<file path="src/rtl/fcs_pkg.sv">
package fcs_pkg;

  typedef enum logic [2:0] {
    M_ARRAY,
    M_CFI,
    M_AUTOSEL,
    M_BYPASS,
    M_ERASE,
    M_ESUSP,
    M_FAULT
  } fcs_mode_e;

  typedef enum logic [3:0] {
    S_IDLE,
    S_U1,
    S_U2,
    S_ES1,
    S_ES2,
    S_ES3,
    S_WB_CNT,
    S_WB_DATA,
    S_WB_CONF,
    S_BP_PROG,
    S_BP_RST
  } fcs_step_e;

  localparam logic [7:0] C_RESET   = 8'hF0;
  localparam logic [7:0] C_UNL1    = 8'hAA;
  localparam logic [7:0] C_UNL2    = 8'h55;
  localparam logic [7:0] C_QUERY   = 8'h98;
  localparam logic [7:0] C_IDENT   = 8'h90;
  localparam logic [7:0] C_ESETUP  = 8'h80;
  localparam logic [7:0] C_ERASE   = 8'h30;
  localparam logic [7:0] C_BYPASS  = 8'h20;
  localparam logic [7:0] C_WBUF    = 8'h25;
  localparam logic [7:0] C_WBCONF  = 8'h29;
  localparam logic [7:0] C_SUSPEND = 8'hB0;
  localparam logic [7:0] C_BPPROG  = 8'hA0;
  localparam logic [7:0] C_BPEXIT  = 8'h00;

  localparam logic [11:0] OFS_KEY_A = 12'h555;
  localparam logic [11:0] OFS_KEY_B = 12'h2AA;

  localparam logic [15:0] CFI_FILL    = 16'hFFFF;
  localparam logic [15:0] STAT_BUSY   = 16'h0000;
  localparam logic [15:0] STAT_FAULT  = 16'h0020;

  // total bus cycles of a buffered write carrying n data words:
  // two unlock writes, command, count, n words, confirm
  function automatic logic [9:0] wbuf_total(input logic [8:0] nwords);
    return {1'b0, nwords} + 10'd5;
  endfunction

  // small stand-in for the query table contents
  function automatic logic [15:0] cfi_rom(input logic [7:0] idx);
    case (idx)
      8'h10:   return 16'h0051;
      8'h11:   return 16'h0052;
      8'h12:   return 16'h0059;
      default: return {8'h00, idx};
    endcase
  endfunction

endpackage

</file>
<file path="src/rtl/fcs_bank_ctrl.sv">
module fcs_bank_ctrl
  import fcs_pkg::*;
#(
  parameter int OFS_W      = 12,
  parameter int ERASE_CYC  = 64,
  parameter int WB_MAX_CYC = 37,
  parameter int CW         = 6
) (
  input  logic            clk,
  input  logic            rst_n,
  input  logic            wr_hit,
  input  logic [OFS_W-1:0] wr_ofs,
  input  logic [7:0]      wr_byte,
  input  logic            fault_in,
  output fcs_mode_e       mode_o,
  output logic            err_o,
  output logic            reject_o,
  output logic            prog_o,
  output logic [CW-1:0]   prog_len_o
);

  localparam int TW = $clog2(ERASE_CYC + 1);
  localparam logic [TW-1:0] TLAST = TW'(ERASE_CYC - 1);
  localparam logic [9:0] WB_CAP = 10'(WB_MAX_CYC);

  fcs_mode_e mode_q, mode_d;
  fcs_step_e step_q, step_d;
  logic          susp_q, susp_d;
  logic [TW-1:0] tmr_q, tmr_d;
  logic [CW-1:0] cnt_q, cnt_d;
  logic [CW-1:0] len_q, len_d;
  logic          prog_q, prog_d;
  logic [CW-1:0] plen_q, plen_d;
  logic          err_q;
  logic          rej, clr;

  logic       at_a, at_b, erase_done;
  logic [8:0] nwords;

  assign at_a       = (wr_ofs[11:0] == OFS_KEY_A);
  assign at_b       = (wr_ofs[11:0] == OFS_KEY_B);
  assign erase_done = (mode_q == M_ERASE) && (tmr_q == TLAST);
  assign nwords     = {1'b0, wr_byte} + 9'd1;

  always_comb begin
    mode_d = mode_q;
    step_d = step_q;
    susp_d = susp_q;
    tmr_d  = tmr_q;
    cnt_d  = cnt_q;
    len_d  = len_q;
    prog_d = 1'b0;
    plen_d = plen_q;
    rej    = 1'b0;
    clr    = 1'b0;

    if (mode_q == M_ERASE) tmr_d = tmr_q + TW'(1);

    if (mode_q == M_ERASE && fault_in) begin
      mode_d = M_FAULT;
      step_d = S_IDLE;
    end else if (erase_done) begin
      mode_d = M_ARRAY;
      step_d = S_IDLE;
    end else if (wr_hit) begin
      if (wr_byte == C_RESET && step_q != S_WB_DATA &&
          mode_q != M_BYPASS && mode_q != M_ERASE) begin
        clr    = 1'b1;
        step_d = S_IDLE;
        case (mode_q)
          M_CFI, M_AUTOSEL: begin
            mode_d = susp_q ? M_ESUSP : M_ARRAY;
            susp_d = 1'b0;
          end
          M_FAULT: mode_d = M_ARRAY;
          default: ;
        endcase
      end else begin
        case (mode_q)
          M_ARRAY, M_ESUSP: begin
            case (step_q)
              S_IDLE: begin
                if (wr_byte == C_QUERY && at_a) begin
                  mode_d = M_CFI;
                  susp_d = (mode_q == M_ESUSP);
                end else if (wr_byte == C_UNL1 && at_a) begin
                  step_d = S_U1;
                end else if (mode_q == M_ESUSP && wr_byte == C_ERASE) begin
                  mode_d = M_ERASE;
                end else begin
                  rej = 1'b1;
                end
              end
              S_U1: begin
                if (wr_byte == C_UNL2 && at_b) step_d = S_U2;
                else begin
                  rej    = 1'b1;
                  step_d = S_IDLE;
                end
              end
              S_U2: begin
                step_d = S_IDLE;
                if (wr_byte == C_IDENT && at_a) begin
                  mode_d = M_AUTOSEL;
                  susp_d = (mode_q == M_ESUSP);
                end else if (mode_q == M_ARRAY && wr_byte == C_ESETUP && at_a) begin
                  step_d = S_ES1;
                end else if (mode_q == M_ARRAY && wr_byte == C_BYPASS && at_a) begin
                  mode_d = M_BYPASS;
                end else if (wr_byte == C_WBUF) begin
                  step_d = S_WB_CNT;
                end else begin
                  rej = 1'b1;
                end
              end
              S_ES1: begin
                if (wr_byte == C_UNL1 && at_a) step_d = S_ES2;
                else begin
                  rej    = 1'b1;
                  step_d = S_IDLE;
                end
              end
              S_ES2: begin
                if (wr_byte == C_UNL2 && at_b) step_d = S_ES3;
                else begin
                  rej    = 1'b1;
                  step_d = S_IDLE;
                end
              end
              S_ES3: begin
                step_d = S_IDLE;
                if (wr_byte == C_ERASE) begin
                  mode_d = M_ERASE;
                  tmr_d  = '0;
                end else begin
                  rej = 1'b1;
                end
              end
              S_WB_CNT: begin
                if (wbuf_total(nwords) > WB_CAP) begin
                  rej    = 1'b1;
                  step_d = S_IDLE;
                end else begin
                  cnt_d  = nwords[CW-1:0];
                  len_d  = nwords[CW-1:0];
                  step_d = S_WB_DATA;
                end
              end
              S_WB_DATA: begin
                cnt_d = cnt_q - CW'(1);
                if (cnt_q == CW'(1)) step_d = S_WB_CONF;
              end
              S_WB_CONF: begin
                step_d = S_IDLE;
                if (wr_byte == C_WBCONF) begin
                  prog_d = 1'b1;
                  plen_d = len_q;
                end else begin
                  rej = 1'b1;
                end
              end
              default: begin
                rej    = 1'b1;
                step_d = S_IDLE;
              end
            endcase
          end
          M_ERASE: begin
            if (wr_byte == C_SUSPEND) mode_d = M_ESUSP;
            else rej = 1'b1;
          end
          M_BYPASS: begin
            case (step_q)
              S_BP_PROG: begin
                prog_d = 1'b1;
                plen_d = CW'(1);
                step_d = S_IDLE;
              end
              S_BP_RST: begin
                step_d = S_IDLE;
                if (wr_byte == C_BPEXIT) mode_d = M_ARRAY;
                else rej = 1'b1;
              end
              default: begin
                if (wr_byte == C_BPPROG) step_d = S_BP_PROG;
                else if (wr_byte == C_IDENT) step_d = S_BP_RST;
                else rej = 1'b1;
              end
            endcase
          end
          default: rej = 1'b1;
        endcase
      end
    end
  end

  always_ff @(posedge clk or negedge rst_n) begin
    if (!rst_n) begin
      mode_q <= M_ARRAY;
      step_q <= S_IDLE;
      susp_q <= 1'b0;
      tmr_q  <= '0;
      cnt_q  <= '0;
      len_q  <= '0;
      prog_q <= 1'b0;
      plen_q <= '0;
      err_q  <= 1'b0;
    end else begin
      mode_q <= mode_d;
      step_q <= step_d;
      susp_q <= susp_d;
      tmr_q  <= tmr_d;
      cnt_q  <= cnt_d;
      len_q  <= len_d;
      prog_q <= prog_d;
      plen_q <= plen_d;
      if (clr)      err_q <= 1'b0;
      else if (rej) err_q <= 1'b1;
    end
  end

  assign mode_o     = mode_q;
  assign err_o      = err_q;
  assign reject_o   = rej;
  assign prog_o     = prog_q;
  assign prog_len_o = plen_q;

endmodule

</file>
<file path="src/rtl/fcs_read_mux.sv">
module fcs_read_mux
  import fcs_pkg::*;
#(
  parameter int          NBANKS  = 4,
  parameter int          OFS_W   = 12,
  parameter int          SECT_W  = 2,
  parameter int          CFI_LEN = 16,
  parameter logic [15:0] DEV_ID  = 16'h223C,
  parameter logic [15:0] MFR_ID  = 16'h0001,
  parameter int          BW      = 2
) (
  input  fcs_mode_e [NBANKS-1:0]        modes,
  input  logic [BW-1:0]                 rd_bank,
  input  logic [OFS_W-1:0]              rd_ofs,
  input  logic [15:0]                   arr_rdata,
  input  logic [NBANKS*(1<<SECT_W)-1:0] lock_bits,
  output logic [15:0]                   rd_data
);

  localparam int LW = BW + SECT_W;
  localparam logic [OFS_W-1:0] CFI_LO = OFS_W'(16);
  localparam logic [OFS_W-1:0] CFI_HI = OFS_W'(16 + CFI_LEN);

  fcs_mode_e         mode_r;
  logic [SECT_W-1:0] sector;
  logic [LW-1:0]     lock_idx;
  logic              in_win;
  logic [15:0]       auto_word;

  assign mode_r   = modes[rd_bank];
  assign sector   = rd_ofs[OFS_W-1 -: SECT_W];
  assign lock_idx = {rd_bank, sector};
  assign in_win   = (rd_ofs >= CFI_LO) && (rd_ofs < CFI_HI);

  always_comb begin
    case (rd_ofs[7:0])
      8'h00:   auto_word = MFR_ID;
      8'h01:   auto_word = DEV_ID;
      8'h02:   auto_word = {15'd0, lock_bits[lock_idx]};
      default: auto_word = 16'h0000;
    endcase
  end

  always_comb begin
    case (mode_r)
      M_CFI:     rd_data = in_win ? cfi_rom(rd_ofs[7:0]) : CFI_FILL;
      M_AUTOSEL: rd_data = auto_word;
      M_ERASE:   rd_data = STAT_BUSY;
      M_FAULT:   rd_data = STAT_FAULT;
      default:   rd_data = arr_rdata;
    endcase
  end

endmodule

</file>
<file path="src/rtl/flash_cmd_seq.sv">
module flash_cmd_seq
  import fcs_pkg::*;
#(
  parameter int          NBANKS     = 4,
  parameter int          OFS_W      = 12,
  parameter int          SECT_W     = 2,
  parameter int          ERASE_CYC  = 64,
  parameter int          WB_MAX_CYC = 37,
  parameter int          CFI_LEN    = 16,
  parameter logic [15:0] DEV_ID     = 16'h223C,
  parameter logic [15:0] MFR_ID     = 16'h0001,
  localparam int         BW         = $clog2(NBANKS),
  localparam int         AW         = BW + OFS_W,
  localparam int         NSECT      = 1 << SECT_W,
  localparam int         CW         = $clog2(WB_MAX_CYC + 1)
) (
  input  logic                    clk,
  input  logic                    rst_n,
  input  logic                    wr_en,
  input  logic [AW-1:0]           wr_addr,
  input  logic [15:0]             wr_data,
  input  logic [AW-1:0]           rd_addr,
  input  logic [15:0]             arr_rdata,
  input  logic [NBANKS*NSECT-1:0] lock_bits,
  input  logic [NBANKS-1:0]       op_fault,
  output logic [15:0]             rd_data,
  output logic [NBANKS-1:0]       cmd_err,
  output logic [NBANKS-1:0]       erase_busy,
  output logic                    prog_commit,
  output logic [CW-1:0]           prog_words
);

  logic [BW-1:0]    wr_bank;
  logic [OFS_W-1:0] wr_ofs;
  logic [7:0]       cmd_byte;
  logic             unused_hi;

  fcs_mode_e [NBANKS-1:0] modes;
  logic [NBANKS-1:0] cfi_vec;
  logic [NBANKS-1:0] bank_hit;
  logic [NBANKS-1:0] reject_vec;
  logic [NBANKS-1:0] prog_vec;
  logic [CW-1:0]     plen [NBANKS];
  logic              wr_block;

  assign wr_bank   = wr_addr[AW-1:OFS_W];
  assign wr_ofs    = wr_addr[OFS_W-1:0];
  assign cmd_byte  = wr_data[7:0];
  assign unused_hi = ^wr_data[15:8];

  // a bank in query mode locks out writes aimed at any other bank
  assign wr_block = wr_en && (|cfi_vec) && !cfi_vec[wr_bank];

  for (genvar g = 0; g < NBANKS; g++) begin : g_bank
    assign bank_hit[g]   = wr_en && !wr_block && (wr_bank == BW'(g));
    assign cfi_vec[g]    = (modes[g] == M_CFI);
    assign erase_busy[g] = (modes[g] == M_ERASE);

    fcs_bank_ctrl #(
      .OFS_W     (OFS_W),
      .ERASE_CYC (ERASE_CYC),
      .WB_MAX_CYC(WB_MAX_CYC),
      .CW        (CW)
    ) u_bank (
      .clk       (clk),
      .rst_n     (rst_n),
      .wr_hit    (bank_hit[g]),
      .wr_ofs    (wr_ofs),
      .wr_byte   (cmd_byte),
      .fault_in  (op_fault[g]),
      .mode_o    (modes[g]),
      .err_o     (cmd_err[g]),
      .reject_o  (reject_vec[g]),
      .prog_o    (prog_vec[g]),
      .prog_len_o(plen[g])
    );
  end

  always_comb begin
    prog_commit = 1'b0;
    prog_words  = '0;
    for (int i = 0; i < NBANKS; i++) begin
      if (prog_vec[i]) begin
        prog_commit = 1'b1;
        prog_words  = prog_words | plen[i];
      end
    end
  end

  fcs_read_mux #(
    .NBANKS (NBANKS),
    .OFS_W  (OFS_W),
    .SECT_W (SECT_W),
    .CFI_LEN(CFI_LEN),
    .DEV_ID (DEV_ID),
    .MFR_ID (MFR_ID),
    .BW     (BW)
  ) u_rdmux (
    .modes    (modes),
    .rd_bank  (rd_addr[AW-1:OFS_W]),
    .rd_ofs   (rd_addr[OFS_W-1:0]),
    .arr_rdata(arr_rdata),
    .lock_bits(lock_bits),
    .rd_data  (rd_data)
  );

endmodule

</file>
<file path="config.mk">
export PLATFORM = sky130hd
export DESIGN_NAME = flash_cmd_seq
export DESIGN_NICKNAME = d
export VERILOG_FILES = /design/src/rtl/fcs_pkg.sv /design/src/rtl/fcs_bank_ctrl.sv /design/src/rtl/fcs_read_mux.sv /design/src/rtl/flash_cmd_seq.sv
export SDC_FILE = /design/constraint.sdc
export NUM_CORES = 1
export LEC_CHECK = 0
export BUFFER_PORTS_ARGS = -buffer_cell sky130_fd_sc_hd__buf_2
export CORE_UTILIZATION = 45
export DETAILED_ROUTE_END_ITERATION = 8
export GPL_ROUTABILITY_DRIVEN = 0
export HOLD_SLACK_MARGIN = 0.06
export SLEW_MARGIN = 5
export SYNTH_ARGS = -nofsm -noshare
export SYNTH_HDL_FRONTEND = slang
export SYNTH_HIERARCHICAL = 1
export SYNTH_SLANG_ARGS = --single-unit
</file>
<file path="constraint.sdc">
create_clock -name clk -period 7.5 [get_ports clk]
set_clock_uncertainty 0.2 [all_clocks]
set_input_delay 1.125 -clock clk [delete_from_list [all_inputs] [get_ports clk]]
set_output_delay 1.125 -clock clk [all_outputs]
set_load 0.05 [all_outputs]
</file>
Yosys cells after proc, flatten, opt, wreduce, memory -nomap -nowiden
Index checks and enable logic that the tools add are counted.
{"block": "op_classes", "addsub": 10, "mul": 0, "div_mod_pow": 0, "order_cmp": 6, "eq_ne": 194, "shifts": 0, "mux": 326, "n_bitwise": 16, "reduce_logical": 138}
{"cell": "7-bit two-way mux", "count": 32}
{"cell": "3-bit two-way mux", "count": 59}
{"cell": "4-bit two-way mux", "count": 37}
{"cell": "1-bit two-way mux", "count": 125}
{"cell": "4-bit one-hot mux with 7 select lines", "count": 4}
{"cell": "6-bit two-way mux", "count": 17}
{"cell": "6-bit one-hot mux with 2 select lines", "count": 8}
{"cell": "7-bit by 4-bit inequality test with 1-bit output, second input constant", "count": 13}
{"cell": "3-bit one-hot mux with 3 select lines", "count": 8}
{"cell": "4-bit by 3-bit equality test with 1-bit output, second input constant", "count": 16}
{"cell": "16-bit one-hot mux with 4 select lines", "count": 1}
{"cell": "8-bit AND reduction", "count": 8}
{"cell": "6-bit by 3-bit inequality test with 1-bit output, second input constant", "count": 10}
{"cell": "8-bit equality test, second input constant", "count": 7}
{"cell": "7-bit by 3-bit inequality test with 1-bit output, second input constant", "count": 8}
{"cell": "7-bit AND reduction", "count": 8}
{"cell": "1-bit logical AND", "count": 52}
{"cell": "4-bit equality test, second input constant", "count": 12}
{"cell": "12-bit AND reduction", "count": 4}
{"cell": "5-bit by 1-bit inequality test with 1-bit output, second input constant", "count": 9}
{"cell": "3-bit equality test, second input constant", "count": 14}
{"cell": "14-bit one-hot mux with 3 select lines", "count": 1}
{"cell": "6-bit by 2-bit inequality test with 1-bit output, second input constant", "count": 6}
{"cell": "4-bit by 2-bit equality test with 1-bit output, second input constant", "count": 8}
{"cell": "other kinds (57)", "count": 223}
{"block": "totals", "register_bits": 140, "latch_bits": 0, "ram_bits": 0, "rom_bits": 0, "input_bits": 83, "out_inout_bits": 31, "wordCells": 726, "mem_count": 0}

Logic depth before layout (Yosys ltp)
Gate-level depths: netlist (run 1).
{"block": "depth", "word_depth": 14, "mapped_depth": 11, "ltp_nobuf": 9}

Cells and area by module
Netlist (run 1), hierarchy kept.
{"mod": "fcs_bank_ctrl (g_bank[1].u_bank ...)", "n_inst": 2, "cells_each": 360, "area_each_um2": 3006.6, "seq_area_each_um2": 875.8}
{"mod": "fcs_bank_ctrl (g_bank[0].u_bank)", "n_inst": 1, "cells_each": 355, "area_each_um2": 2915.3, "seq_area_each_um2": 875.8}
{"mod": "fcs_bank_ctrl (g_bank[3].u_bank)", "n_inst": 1, "cells_each": 360, "area_each_um2": 2872.8, "seq_area_each_um2": 875.8}
{"mod": "fcs_read_mux", "n_inst": 1, "cells_each": 66, "area_each_um2": 571.8, "seq_area_each_um2": 0.0}
{"mod": "flash_cmd_seq", "n_inst": 1, "cells_each": 39, "area_each_um2": 280.3, "seq_area_each_um2": 0.0}

Worst setup path after synthesis (run 1)
Ideal clock, no wire load.
{"block": "synth_timing", "kind": "input-to-output", "from": "in rd_addr[12]", "to": "out rd_data[0]", "arrival_ns": 3.249, "required_ns": 6.175, "setup_slack_ns": 2.926, "cell_stages": 5, "n_path_buf": 1, "cell_sequence": "buf_6 -> mux4_2 -> or4b_4 -> or4_4 -> o211ai_2"}
{"block": "synth_via", "elab_chain_cells": 4, "elab_cells_between_ends": 10, "cone_classes": "eq/ne (4); mux (6)"}
{"item": "start, declared", "line": "flash_cmd_seq.sv:22", "rtl": "input logic [AW-1:0] rd_addr,"}
{"item": "1-bit binary-select mux with 4-bit select or 3-bit binary-select mux with 2-bit select (tied branches)", "line": "fcs_read_mux.sv:39, fcs_read_mux.sv:30"}
{"item": "1-bit two-way mux (not written as such) or 3-bit two-way mux (tied branches)", "line": "fcs_read_mux.sv:39, fcs_read_mux.sv:30"}
{"item": "14-bit one-hot mux with 3 select lines (tied with other cells)", "line": "fcs_read_mux.sv:36", "rtl": "case (rd_ofs[7:0])"}
{"item": "16-bit one-hot mux with 4 select lines *", "line": "fcs_read_mux.sv:45", "rtl": "case (mode_r)"}
{"item": "end, declared", "line": "flash_cmd_seq.sv:26", "rtl": "output logic [15:0] rd_data,"}
Every way passes the cells marked *; elsewhere a longest branch is shown, timed or not. The select of a mux whose other input is x is not followed.

Worst setup path in the final report (run 1)
Ends and elaborated chain as after synthesis.

==> summary.txt, run 1 <==
Run status
  – Status: completed

Timing
  – Fin crit period: 4710 ps
  – Tightest Pin Transition: 1140 ps
  – Fin. Hold Viols: 0
  – Max-slew headroom: 23.5%
  – RSZ-0062 raised after global routing: no
  – TNS Setup: 0 ps
  – Setup violations, final: 0
  – Final Cycle Share: 62.8%
  – Slew Limit Fails: 0
  – Fmax achieved: 0.212 GHz

Die
  – Die Span Y: 169 um
  – # rows: 60
  – Starting density of the core: 46.3%
  – Die area: 0.0287 mm^2
  – Core area: 0.0273 mm^2
  – IO Pins: 114
  – Die X: 169 um

Layout
  – Nets: 1,705
  – Filler cell count: 2,672
  – Share of cells above drive strength 1: 15.7%
  – Antenna diode count: 0
  – Final instance area: 0.0138 mm^2
  – Area added between synthesis and finish: 9.87%

Routing
  – Vias: 12,400
  – Drt total wl: 38,900 um
  – Post-route ant nets: 0
  – WL per Instance: 19.7 um
  – Vias/cell: 6.31
  – DRC: 0
  – Starting DRT DRC Count: 1,408
  – 1st-pass router iterations: 6

Yosys
  – Synthesized area: 0.0126 mm^2
  – Yosys warns: 6
  – Syn_nets: 1,649
  – Mapped Avg Cell Area: 8.24 um^2
  – Post-synthesis cell count: 1,530

GRT
  – Busiest grt layer: met2
  – Met2 Resource Use GR: 43.8%
  – Met1 usage: 37.3%
  – Largest net degree at the start of global routing: 81
  – Vias in the first global route: 11,700
  – First-pass GRT wire length: 62,600 um
  – Initial antenna violation count: 0
  – Global route overflow: 0
  – Met3 usage: 4.71%
  – All-Layer GR Usage: 27.3%

Clock network
  – Clock Latency Late Sink: 430 ps
  – Post-CTS sizing: 0
  – CTS root buffer: clkbuf_16
  – CTS tree: done
  – Clk slew on worst S/H paths: 60 ps
  – H-tree depth: 4
  – CTS Buf Count: 17
  – CTS Buffer Depth: 2
  – Hold-fix buffers, CTS: 0
  – Clock Sinks: 140
  – Post-CTS Setup Repair Bufs: 0

Power and ir drop
  – Total power draw: 3.46 mW
  – VDD IR max: 0.139 mV
  – Power Density: 250 mW/mm^2
  – Pleak: 5.77 nW

Placement
  – Dpl hpwl: 27,900 um
  – Dpl cell area: 0.0133 mm^2
  – IO buf count: 105

Critical path
  – Worst setup SP type: input port
  – Worst path required time: 6170 ps
  – Kind of end point of the critical path: output pin
  – Worst-path fanout max: 7
  – WS Path Type: input port to output pin
  – Worst EP arrival: 3380 ps

Worst hold path
  – Hold WC Path Type: register to register

Flow run
  – Max cap viols: 0
-- per-layer routing --
metal	vias to the layer above	wire, um
li1	5860	-
met1	5906	17500
met2	583	17500
met3	74	3000
met4	0	875
met5	-	0
-- sequential cells by signal (all words and copies together), names as in the netlist --
register / count
g_bank.u_bank/tmr_q: 28
g_bank.u_bank/cnt_q: 24
g_bank.u_bank/len_q: 24
g_bank.u_bank/prog_len_o: 24
g_bank.u_bank/step_q: 16
g_bank.u_bank/mode_o: 12
g_bank.u_bank/err_o: 4
g_bank.u_bank/prog_o: 4
g_bank.u_bank/susp_q: 4
-- cell type report --
class / count / area, um^2 / share of cell area, %
clock buffer: 21 / 460 / 3.32
tap: 372 / 465 / 3.36
inverter: 68 / 255 / 1.84
timing repair buffer: 111 / 577 / 4.17
sequential: 140 / 3500 / 25.3
clock inverter: 10 / 92.6 / 0.669
multi-input combinational: 1248 / 8490 / 61.3
-- worst paths after layout --
check | slack [ps] | startpoint | cells after the start | endpoint
worst max-delay path | 2790 | rd_addr[12] | 6 | rd_data[0]
worst min-delay path | 300 | g_bank[1].u_bank/len_q[2] | 2 | g_bank[1].u_bank/prog_len_o[2]
worst max register to register | 3890 | g_bank[2].u_bank/mode_o[0] | 6 | g_bank[2].u_bank/cnt_q[1]
worst min register to register | 300 | g_bank[1].u_bank/len_q[2] | 2 | g_bank[1].u_bank/prog_len_o[2]
max in group asynchronous | 5160 | rst_n | 2 | g_bank[1].u_bank/susp_q
min in group asynchronous | 460 | rst_n | 1 | g_bank[0].u_bank/tmr_q[4]
-- critical path: stages --
cell      delay (ps)
buf_2            190
mux4_2           600
or4b_4           580
or4_4            430
o211ai_2         170
buf_2            290
-- cell usage in the layout, fill, tap and decap left out, drive strengths merged, types with 16 or more instances in the layout --
cell,instances
and2,16
clkbuf,21
mux2,35
nand2b,33
o21ai,104
a21o,20
nand2,136
dfrtp,140
xor2,22
buf,111
nor4bb,22
a21oi,55
nor2b,39
ha,36
xnor2,25
a31oi,27
nor4,20
and3,20
inv,69
nand4,38
nand3,88
nor3,57
nor2,141
-- where the power goes --
group          internal [mW]  leakage, nW  total (mW)  switching, mW
combinational          0.564         3.80        1.55          0.988
clock                  0.472        0.261       0.831          0.359
sequential             0.876         1.71        1.08          0.204
total                   1.91         5.77        3.46           1.55
-- stage by stage --
stage          utilization [%]  worst slack, ps  hold slack [ps]  cells
4_1_cts                   50.8             2800              304   1970
3_5_place_dp              48.8             2720              289   1939
6_report                  50.8             2790              302   1970
3_3_place_gp              48.8             2760              280   1939
2_1_floorplan                -             2930              263   1530
5_1_grt                   50.8             2670              326   1970
Power figures use the tool's default switching activity.
==> run 2: changes to the inputs <==
--- a/config.mk
+++ b/config.mk
@@ -5,11 +5,13 @@
 export SDC_FILE = /design/constraint.sdc
 export NUM_CORES = 1
 export LEC_CHECK = 0
+export ABC_AREA = 1
 export BUFFER_PORTS_ARGS = -buffer_cell sky130_fd_sc_hd__buf_2
 export CORE_UTILIZATION = 45
 export DETAILED_ROUTE_END_ITERATION = 8
 export GPL_ROUTABILITY_DRIVEN = 0
 export HOLD_SLACK_MARGIN = 0.06
+export PLACE_DENSITY = 0.65
 export SLEW_MARGIN = 5
 export SYNTH_ARGS = -nofsm -noshare
 export SYNTH_HDL_FRONTEND = slang
==> constraint.sdc (replaced) <==
create_clock -name clk -period 3.9 [get_ports clk]
set_clock_uncertainty 0.2 [all_clocks]
set_input_delay 0.585 -clock clk [delete_from_list [all_inputs] [get_ports clk]]
set_output_delay 0.585 -clock clk [all_outputs]
set_load 0.05 [all_outputs]
==> run 2 against run 1 <==
First-iteration DRC count is 22% lower. Combinational power rose by 120%. Setup slack worse by 2200 ps. Sequential cell count unchanged. Core utilization up 0.46 points. Largest cell class unchanged.
==> summary.txt, run 2 <==
Timing
  – Hold Slack: 277 ps (was 302 ps)
  – Fmax achieved: 0.304 GHz
  – Tightest Pin Transition: 801 ps (was 1140 ps)
  – TNS Setup: 0 ps (unchanged)
  – Setup violations, final: 0 (unchanged)
  – Fin. Hold Viols: 0 (unchanged)
  – Final Cycle Share: 84.3%
  – Max-slew headroom: 46.6% (was 23.5%)
  – Fin crit period: 3290 ps
  – RSZ-0062 raised after global routing: no (unchanged)
  – Slew Limit Fails: 0 (unchanged)

Power and ir drop
  – Pleak: 7.87 nW (was 5.77 nW)
  – VDD IR max: 0.289 mV (was 0.139 mV)
  – Power Density: 463 mW/mm^2 (was 250 mW/mm^2)

Yosys
  – Post-synthesis cell count: 2,219 (was 1,530)
  – Yosys warns: 6 (unchanged)
  – Syn_nets: 2,338 (was 1,649)
  – Mapped Avg Cell Area: 6.24 um^2 (was 8.24 um^2)
  – Synthesized area: 0.0138 mm^2 (was 0.0126 mm^2)

Die
  – Die Span Y: 177 um (was 169 um)
  – Die X: 177 um (was 169 um)
  – Starting density of the core: 46.2% (was 46.3%)
  – Die area: 0.0315 mm^2 (was 0.0287 mm^2)
  – IO Pins: 114 (unchanged)
  – Core area: 0.0300 mm^2 (was 0.0273 mm^2)
  – # rows: 63 (was 60)

Routing
  – Starting DRT DRC Count: 1,094 (was 1,408)
  – Post-route ant nets: 0 (unchanged)
  – Drt total wl: 39,600 um (was 38,900 um)
  – Vias/cell: 5.26 (was 6.31)
  – WL per Instance: 14.5 um (was 19.7 um)
  – DRC: 0 (unchanged)
  – 1st-pass router iterations: 5 (was 6)
  – Vias: 14,400 (was 12,400)

Clock network
  – CTS tree: done (unchanged)
  – Clk slew on worst S/H paths: 70 ps (was 60 ps)
  – CTS root buffer: clkbuf_16 (unchanged)
  – H-tree depth: 4 (unchanged)
  – Clock Latency Late Sink: 450 ps (was 430 ps)
  – CTS Buf Count: 17 (unchanged)
  – CTS Buffer Depth: 2 (unchanged)
  – Clock Sinks: 140 (unchanged)

GRT
  – Largest net degree at the start of global routing: 58 (was 81)
  – First-pass GRT wire length: 65,100 um (was 62,600 um)
  – Initial antenna violation count: 6 (was 0)
  – All-Layer GR Usage: 25.9% (was 27.3%)
  – Vias in the first global route: 13,500 (was 11,700)
  – Global route overflow: 0 (unchanged)

Layout
  – Most common cell after layout, fill and taps aside: nand2_1 (was dfrtp_1)
  – Most frequent cells in the layout: nand2_1, inv_1, nor2_1 (was dfrtp_1, nor2_1, nand2_1)
  – Biggest register: g_bank.u_bank/tmr_q (unchanged)
  – Final instance area: 0.0154 mm^2 (was 0.0138 mm^2)
  – Multi-input gate area: 0.00880 mm^2 (was 0.00849 mm^2)
  – Nets: 2,447 (was 1,705)
  – Filler cell count: 3,118 (was 2,672)
  – Max reg flops: 28 (unchanged)
  – Area added between synthesis and finish: 11.0% (was 9.87%)
  – Post-route insts no fill: 2,735 (was 1,970)
  – Core Util, Final: 51.3% (was 50.8%)
  – FF+latch area: 0.00350 mm^2 (unchanged)
  – Share of cells above drive strength 1: 17.4% (was 15.7%)

Critical path
  – Worst path required time: 4030 ps (was 6170 ps)
  – Worst setup SP type: register (was input port)
  – Worst EP arrival: 3420 ps (was 3380 ps)
  – Kind of end point of the critical path: register (was output pin)
  – WS Path Type: register to register (was input port to output pin)
  – Worst-path fanout max: 12 (was 7)

Placement
  – Dpl hpwl: 30,800 um (was 27,900 um)
  – Placed Instances: 2,698 (was 1,939)
  – IO buf count: 105 (unchanged)
  – Dpl cell area: 0.0147 mm^2 (was 0.0133 mm^2)

Flow run
  – Max cap viols: 0 (unchanged)

Run status
  – Status: completed (unchanged)

Worst hold path
  – Hold WC Path Type: register to register (unchanged)
-- run 2: worst paths after layout --
kind | end | cells after the start | slack [ps] | startpoint
min in group asynchronous | g_bank[1].u_bank/tmr_q[3] | 2 | 430 | rst_n
setup reg to reg | g_bank[2].u_bank/len_q[1] | 15 | 610 | g_bank[3].u_bank/mode_o[2]
hold / removal | g_bank[3].u_bank/susp_q | 2 | 280 | g_bank[3].u_bank/susp_q
hold reg to reg | g_bank[3].u_bank/susp_q | 2 | 280 | g_bank[3].u_bank/susp_q
setup / recovery | g_bank[2].u_bank/len_q[1] | 15 | 610 | g_bank[3].u_bank/mode_o[2]
max in group asynchronous | g_bank[2].u_bank/tmr_q[0] | 3 | 2200 | rst_n
-- run 2: timing repair --
item	4_1_cts	5_1_grt
hold buffers	1	0
endpoints found under the hold margin	52	0
buffers inserted	0	0
resized for setup	0	0
-- run 2: final cells by class --
cell class / count / share of cell area (%)
clock inverter: 13 / 1.01
multi-input combinational: 1706 / 57.3
timing repair buffer: 118 / 4.28
antenna: 4 / 0.0652
inverter: 345 / 8.47
tap: 390 / 3.18
sequential: 140 / 22.8
clock buffer: 19 / 2.88
-- run 2: worst max-delay path: stages, from the launching register on --
cell,delay [ps]
dfrtp_1,620
nor2_2,90
nand2_1,90
nand4_2,100
nand2_1,90
nand2_2,80
nor2_1,490
inv_1,130
nor2_1,160
nand2_1,130
nor2_4,200
nand2_2,80
inv_1,100
nand4_2,320
nand2_1,210
o21ai_2,70
-- run 2: metrics by stage --
stage	total power [mW]	worst slack, ps
6_report	7.11	613
5_1_grt	7.67	454
4_1_cts	7.14	698
3_5_place_dp	5.39	545
3_3_place_gp	5.35	581
2_1_floorplan	4.57	964
-- run 2: routing by layer --
layer  track usage (%)  vias to the layer above  routed length, um
met2              44.5                      485              18800
met5                 0                        -                 24
met3              3.98                       80               2490
li1                  -                     7274                  -
met1              32.1                     6540              17100
met4              10.9                        4               1150
-- run 2: where the power goes --
part           internal, mW  total (mW)  switching (mW)
Combinational          1.07        3.47            2.41
Sequential             1.68        1.93           0.252
Clock                 0.975        1.71           0.731
Total                  3.72        7.11            3.39
